`config.mk`:
```
export PLATFORM = sky130hd
export DESIGN_NAME = vid_evt_irq
export DESIGN_NICKNAME = d
export VERILOG_FILES = /design/src/rtl/vid_irq_pkg.sv /design/src/rtl/vid_irq_status.sv /design/src/rtl/vid_cfg_dbuf.sv /design/src/rtl/vid_reg_if.sv /design/src/rtl/vid_evt_irq.sv
export SDC_FILE = /design/constraint.sdc
export NUM_CORES = 1
export LEC_CHECK = 0
export ABC_AREA = 1
export CORE_ASPECT_RATIO = 0.9
export CORE_MARGIN = 10
export CORE_UTILIZATION = 32
export CTS_CLUSTER_DIAMETER = 60
export DETAILED_ROUTE_END_ITERATION = 10
export SLEW_MARGIN = 20
export SYNTH_ARGS = -nofsm -noshare
export SYNTH_HDL_FRONTEND = slang
export SYNTH_SLANG_ARGS = --single-unit
```
`constraint.sdc`:
```
create_clock -name clk -period 2.2 [get_ports clk]
set_input_delay 0.44 -clock clk [delete_from_list [all_inputs] [get_ports clk]]
set_output_delay 0.44 -clock clk [all_outputs]
set_load 0.03 [all_outputs]
```
`src/rtl/vid_irq_pkg.sv`:
```
package vid_irq_pkg;

    localparam int unsigned NUM_SRC = 4;

    typedef enum logic [1:0] {
        SRC_LINE_BEG = 2'd0,
        SRC_LINE_END = 2'd1,
        SRC_FRM_BEG  = 2'd2,
        SRC_FRM_END  = 2'd3
    } src_e;

    localparam int unsigned OFS_PEND = 0;
    localparam int unsigned OFS_ENAB = 1;
    localparam int unsigned OFS_CFG0 = 2;

endpackage

```
`src/rtl/vid_irq_status.sv`:
```
module vid_irq_status #(
    parameter int unsigned NUM_SRC = 4
) (
    input  logic               clk,
    input  logic               rst_n,
    input  logic [NUM_SRC-1:0] evt_i,
    input  logic               pend_wr_i,
    input  logic               en_wr_i,
    input  logic [NUM_SRC-1:0] wdata_i,
    output logic [NUM_SRC-1:0] pend_o,
    output logic [NUM_SRC-1:0] en_o,
    output logic               irq_o
);

    typedef struct packed {
        logic [NUM_SRC-1:0] pend;
        logic [NUM_SRC-1:0] en;
    } stat_t;

    stat_t stat_d, stat_q;

    always_comb begin
        stat_d = stat_q;
        if (pend_wr_i) begin
            stat_d.pend = stat_q.pend & ~wdata_i;
        end
        // events win over a same-cycle clear
        stat_d.pend = stat_d.pend | evt_i;
        if (en_wr_i) begin
            stat_d.en = wdata_i;
        end
    end

    always_ff @(posedge clk or negedge rst_n) begin
        if (!rst_n) begin
            stat_q <= '0;
        end else begin
            stat_q <= stat_d;
        end
    end

    assign pend_o = stat_q.pend;
    assign en_o   = stat_q.en;
    assign irq_o  = |(stat_q.pend & stat_q.en);

    for (genvar k = 0; k < NUM_SRC; k++) begin : g_bit_chk
        a_r1_evt_sets: assert property (@(posedge clk) disable iff (!rst_n)
            evt_i[k] |=> pend_o[k]);
        a_r3_w1c_clears: assert property (@(posedge clk) disable iff (!rst_n)
            (pend_wr_i && wdata_i[k] && !evt_i[k]) |=> !pend_o[k]);
        a_r3_zero_keeps: assert property (@(posedge clk) disable iff (!rst_n)
            (pend_o[k] && !(pend_wr_i && wdata_i[k])) |=> pend_o[k]);
        a_r8_evt_beats_clear: assert property (@(posedge clk) disable iff (!rst_n)
            (pend_wr_i && wdata_i[k] && evt_i[k]) |=> pend_o[k]);
    end

    a_r5_en_write_only: assert property (@(posedge clk) disable iff (!rst_n)
        !en_wr_i |=> $stable(en_o));

endmodule

```
`src/rtl/vid_cfg_dbuf.sv`:
```
module vid_cfg_dbuf #(
    parameter int unsigned NUM_CFG = 4,
    parameter int unsigned CFG_W   = 16,
    localparam int unsigned IDX_W  = (NUM_CFG > 1) ? $clog2(NUM_CFG) : 1
) (
    input  logic                     clk,
    input  logic                     rst_n,
    input  logic                     wr_i,
    input  logic [IDX_W-1:0]         idx_i,
    input  logic [CFG_W-1:0]         wdata_i,
    input  logic                     commit_i,
    output logic [NUM_CFG*CFG_W-1:0] shadow_o,
    output logic [NUM_CFG*CFG_W-1:0] active_o
);

    typedef struct packed {
        logic [NUM_CFG-1:0][CFG_W-1:0] shadow;
        logic [NUM_CFG-1:0][CFG_W-1:0] active;
    } cfg_t;

    cfg_t cfg_d, cfg_q;

    always_comb begin
        cfg_d = cfg_q;
        for (int i = 0; i < NUM_CFG; i++) begin
            if (wr_i && (idx_i == IDX_W'(i))) begin
                cfg_d.shadow[i] = wdata_i;
            end
        end
        // commit uses the shadow as it stood before this edge
        if (commit_i) begin
            cfg_d.active = cfg_q.shadow;
        end
    end

    always_ff @(posedge clk or negedge rst_n) begin
        if (!rst_n) begin
            cfg_q <= '0;
        end else begin
            cfg_q <= cfg_d;
        end
    end

    assign shadow_o = cfg_q.shadow;
    assign active_o = cfg_q.active;

    a_r7_hold_between: assert property (@(posedge clk) disable iff (!rst_n)
        !commit_i |=> $stable(active_o));
    a_r7_commit_copy: assert property (@(posedge clk) disable iff (!rst_n)
        commit_i |=> (active_o == $past(shadow_o)));

    for (genvar i = 0; i < NUM_CFG; i++) begin : g_cfg_chk
        a_r6_shadow_write: assert property (@(posedge clk) disable iff (!rst_n)
            (wr_i && idx_i == IDX_W'(i)) |=> (shadow_o[i*CFG_W +: CFG_W] == $past(wdata_i)));
    end

endmodule

```
`src/rtl/vid_reg_if.sv`:
```
module vid_reg_if #(
    parameter int unsigned ADDR_W  = 4,
    parameter int unsigned DATA_W  = 16,
    parameter int unsigned NUM_SRC = 4,
    parameter int unsigned NUM_CFG = 4,
    parameter int unsigned CFG_W   = 16,
    localparam int unsigned IDX_W  = (NUM_CFG > 1) ? $clog2(NUM_CFG) : 1
) (
    input  logic                     clk,
    input  logic                     rst_n,
    input  logic [ADDR_W-1:0]        addr_i,
    input  logic                     wr_i,
    input  logic [NUM_SRC-1:0]       pend_i,
    input  logic [NUM_SRC-1:0]       en_i,
    input  logic [NUM_CFG*CFG_W-1:0] shadow_i,
    output logic                     pend_wr_o,
    output logic                     en_wr_o,
    output logic                     cfg_wr_o,
    output logic [IDX_W-1:0]         cfg_idx_o,
    output logic [DATA_W-1:0]        rdata_o
);

    import vid_irq_pkg::*;

    logic [ADDR_W-1:0] rel_w;
    logic              is_pend, is_enab, is_cfg;

    assign rel_w   = addr_i - ADDR_W'(OFS_CFG0);
    assign is_pend = (addr_i == ADDR_W'(OFS_PEND));
    assign is_enab = (addr_i == ADDR_W'(OFS_ENAB));
    assign is_cfg  = (addr_i >= ADDR_W'(OFS_CFG0)) && (rel_w < ADDR_W'(NUM_CFG));

    assign pend_wr_o = wr_i && is_pend;
    assign en_wr_o   = wr_i && is_enab;
    assign cfg_wr_o  = wr_i && is_cfg;
    assign cfg_idx_o = IDX_W'(rel_w);

    always_comb begin
        rdata_o = '0;
        if (is_pend) begin
            rdata_o = DATA_W'(pend_i);
        end else if (is_enab) begin
            rdata_o = DATA_W'(en_i);
        end else if (is_cfg) begin
            for (int i = 0; i < NUM_CFG; i++) begin
                if (cfg_idx_o == IDX_W'(i)) begin
                    rdata_o = DATA_W'(shadow_i[i*CFG_W +: CFG_W]);
                end
            end
        end
    end

    a_r11_one_target: assert property (@(posedge clk) disable iff (!rst_n)
        $onehot0({pend_wr_o, en_wr_o, cfg_wr_o}));

endmodule

```
`src/rtl/vid_evt_irq.sv`:
```
module vid_evt_irq #(
    parameter int unsigned ADDR_W  = 4,
    parameter int unsigned DATA_W  = 16,
    parameter int unsigned NUM_CFG = 4,
    parameter int unsigned CFG_W   = 16
) (
    input  logic                     clk,
    input  logic                     rst_n,
    input  logic [3:0]               evt_i,
    input  logic [ADDR_W-1:0]        reg_addr_i,
    input  logic                     reg_wr_i,
    input  logic [DATA_W-1:0]        reg_wdata_i,
    output logic [DATA_W-1:0]        reg_rdata_o,
    output logic                     irq_o,
    output logic [NUM_CFG*CFG_W-1:0] cfg_active_o
);

    import vid_irq_pkg::*;

    localparam int unsigned IDX_W = (NUM_CFG > 1) ? $clog2(NUM_CFG) : 1;

    logic [NUM_SRC-1:0]       pend_w, en_w;
    logic                     pend_wr_w, en_wr_w, cfg_wr_w;
    logic [IDX_W-1:0]         cfg_idx_w;
    logic [NUM_CFG*CFG_W-1:0] shadow_w;

    vid_reg_if #(
        .ADDR_W(ADDR_W), .DATA_W(DATA_W), .NUM_SRC(NUM_SRC),
        .NUM_CFG(NUM_CFG), .CFG_W(CFG_W)
    ) u_regs (
        .clk(clk), .rst_n(rst_n),
        .addr_i(reg_addr_i), .wr_i(reg_wr_i),
        .pend_i(pend_w), .en_i(en_w), .shadow_i(shadow_w),
        .pend_wr_o(pend_wr_w), .en_wr_o(en_wr_w), .cfg_wr_o(cfg_wr_w),
        .cfg_idx_o(cfg_idx_w), .rdata_o(reg_rdata_o)
    );

    vid_irq_status #(.NUM_SRC(NUM_SRC)) u_stat (
        .clk(clk), .rst_n(rst_n),
        .evt_i(evt_i),
        .pend_wr_i(pend_wr_w), .en_wr_i(en_wr_w),
        .wdata_i(reg_wdata_i[NUM_SRC-1:0]),
        .pend_o(pend_w), .en_o(en_w), .irq_o(irq_o)
    );

    vid_cfg_dbuf #(.NUM_CFG(NUM_CFG), .CFG_W(CFG_W)) u_cfg (
        .clk(clk), .rst_n(rst_n),
        .wr_i(cfg_wr_w), .idx_i(cfg_idx_w),
        .wdata_i(reg_wdata_i[CFG_W-1:0]),
        .commit_i(evt_i[SRC_FRM_BEG]),
        .shadow_o(shadow_w), .active_o(cfg_active_o)
    );

    a_r4_polled_quiet: assert property (@(posedge clk) disable iff (!rst_n)
        (en_w == '0) |-> !irq_o);

endmodule

```
==> impl_metrics.toml <==
[cts]
clk_pin_slew_ps = 50
root_buffer = "clkbuf_16"
cts.sinks = 136
htreeDepth = 4
clockBufferDepth = 2
clk_latency_ps = 420
cts_tree = "yes"
cts_buffers = 17

[floorplanning]
start_util_pct = 32.66
num_rows = 47
die_height_um = 150.0
io_pins = 108
die-area_sq_um = 24680
die_w_um = 164.5
core_sq_um = 18410

[sta]
period_share_pct = 99.02
worst_slew_pin_slew_ps = 532.1
slew_viol_final = 0
setup_violations = 0
fin_crit_ps = 2178
skew_ps = 6.074
relSlewSlack_pct = 64.53
tns_ps = 0
holdWs_ps = 466.8
final_hold_viol_count = 0
rsz0062_at_grt = "yes"
timing.fmax_mhz = 459.1

[power]
p_comb_share_pct = 29.8
clock_power_share_pct = 30.2
powerDensity_nw_per_um2 = 1012
swShare_pct = 34.24
p_sw_w = 0.003062
p_int_w = 0.005880
total_leakage_power_nw = 4.349
power_frac_seq_pct = 39.9
peakVddDrop_mv = 0.5552

[synthesis]
syn-num-nets = 768
yosys_warnings = 0
ys_seq_area_share_pct = 56.61
synth_cell_type_count = 24
avgSynthCellArea_sq_um = 8.135
syn_area_sq_um = 6012
ys_seq_elements = 136
syn-instance-count = 739

[global_routing]
grt_pass1_vias = 5513
grt_overflow = 0
grt_use_total_pct = 15.61
grt_pass1_wl_um = 29980
grt_start_max_net_pins = 53
antenna_found_initial = 0

[drt]
wire_per_inst_um = 16.45
viasPerCell = 4.698
drt-initial-drc-count = 455
wirelength_um = 18870
drtAntennaViolNets = 0
vias = 5389
first_pass_iters = 5
drc = 0

[cells_and_area]
syn_to_final_growth_pct = 46.95
layout_commonest_cell = "nand2_1"
final_nets = 918
postLayoutCellArea_sq_um = 8835
seqCellArea_sq_um = 3403
n_antenna_cell = 0
multi_input_area_sq_um = 2606
layout_common_cells = "346 x nand2_1, 136 x dfrtp_1, 85 x clkdlybuf4s50_1"
drive_gt1_share_pct = 20.07
fill_cells = 1760

[worst_hold_path]
worstHoldStart = "u_cfg.active_o[31]$_DFFE_PN0P_"
holdPathStages = 2
hold_class = "reg -> reg"
min_to = "u_cfg.active_o[31]$_DFFE_PN0P_"

[run]
drv_cap = 0

[setup_path]
r2r_slack_ps = 1450
critical_path_buf_inv_count = 5
cpMaxStageDelayCell = "ha_4"
critical_path.top_delay_family = "buffers and inverters"
reg2regPathDepth = 2
cp.depth = 10
path_cells = "buf_2 -> inv_2 -> ha_4 -> nand2_2 -> nor2_4 -> nand2_4 -> buf_12 -> buf_16 -> a21oi_4 -> buf_6"
start_kind = "primary input"
crit_type = "in -> out"
crit_path_max_fanout = 5
cp_data_required_time_ps = 1760
slowest_delay_ps = 260
reg2reg_to = "u_cfg.active_o[41]$_DFFE_PN0P_"
cp.arrival_ps = 1740
cp-end-kind = "output port"
reg2reg_from = "u_cfg.shadow_o[41]$_DFFE_PN0P_"

[place]
dpl_cell_area_sq_um = 7906
place_congestion = 0.8576
place_hpwl_um = 13580
io_buffers = 107

[run_status]
status = "complete, no violations"
[worst max-delay path by stage]
stage	from	to	slack [ps]
2_1_floorplan	reg_addr_i[1]	reg_rdata_o[6]	20
3_3_place_gp	reg_addr_i[1]	reg_rdata_o[9]	-400
3_5_place_dp	reg_addr_i[1]	reg_rdata_o[14]	-410
4_1_cts	reg_addr_i[0]	reg_rdata_o[3]	3
5_1_grt	reg_addr_i[1]	reg_rdata_o[11]	-30
6_report	reg_addr_i[1]	reg_rdata_o[11]	20
[metal layers]
metal | vias to the layer above | global-route usage, % | routed length, um
li1 | 2640 | - | -
met1 | 2577 | 19.52 | 8287
met2 | 151 | 25.34 | 9033
met3 | 21 | 4.669 | 1245
met4 | 0 | 5.000 | 302
met5 | - | 0 | 0
[timing repair]
action,in CTS,in global routing
hold endpoints to repair,40,0
resized for setup,59,26
hold buffers,1,0
endpoints found under the setup margin,16,14
pin swaps,12,21
cloned,2,0
setup buffers,5,2
[through the flow]
| stage | cells | power [W] | utilization, % | worst slack, ps |
|---|---|---|---|---|
| 2_1_floorplan | 739 | 0.004937 | - | 17.98 |
| 3_3_place_gp | 1105 | 0.006135 | 42.95 | -404.9 |
| 3_5_place_dp | 1105 | 0.006172 | 42.95 | -414.9 |
| 4_1_cts | 1145 | 0.008994 | 47.44 | 3.073 |
| 5_1_grt | 1147 | 0.009453 | 48.00 | -32.10 |
| 6_report | 1147 | 0.008942 | 48.00 | 21.66 |
[cell usage after synthesis, drive strengths merged]
cell type  number  area, sq um
o21ai          35        175.2
nand3          74        370.4
nor2           25        120.1
clkbuf         15        56.30
o2111ai         2        17.52
a22oi           4        30.03
a21oi          20        100.1
ha              2        25.02
nor3            5        25.02
buf            26        178.9
dfrtp         136         3403
or2             4        25.02
inv            29        111.4
nand2         361         1368
nand4           1        6.260
[power by group through the flow]
stage               clock network [W]  registers [W]  logic [W]
global route                  0.00289        0.00365    0.00291
detailed placement                  0        0.00359    0.00258
finish                        0.00270        0.00357    0.00267
global placement                    0        0.00358    0.00255
floorplan                           0        0.00404   0.000897
CTS                           0.00275        0.00357    0.00268
[registers in the layout, indices dropped and copies added (netlist names)]
signal / flops
u_stat.en_o: 4
u_cfg.shadow_o: 64
u_stat.pend_o: 4
u_cfg.active_o: 64
[worst min-delay path: stages (launching register included)]
cell and delay, ps:
dfrtp_1 340, nand2_1 50, nand2_1 40
[area by class of cell]
cell class                      instances  share of cell area, %
Sequential cell                       136                  38.52
Inverter                               29                  1.402
Clock inverter                          8                 0.7931
Tap cell                              245                  3.470
Timing Repair Buffer                  172                  20.75
Multi-Input combinational cell        533                  29.50
Clock buffer                           24                  5.566
[kinds of logic after synthesis]
logic type | share of synthesized area, %
adders and majority gates | 0.4162
and+or+nand+nor | 31.84
DFF | 56.61
buffers and inverters | 5.765
AOI/OAI and AO/OA | 5.370
Power figures use the tool's default switching activity.
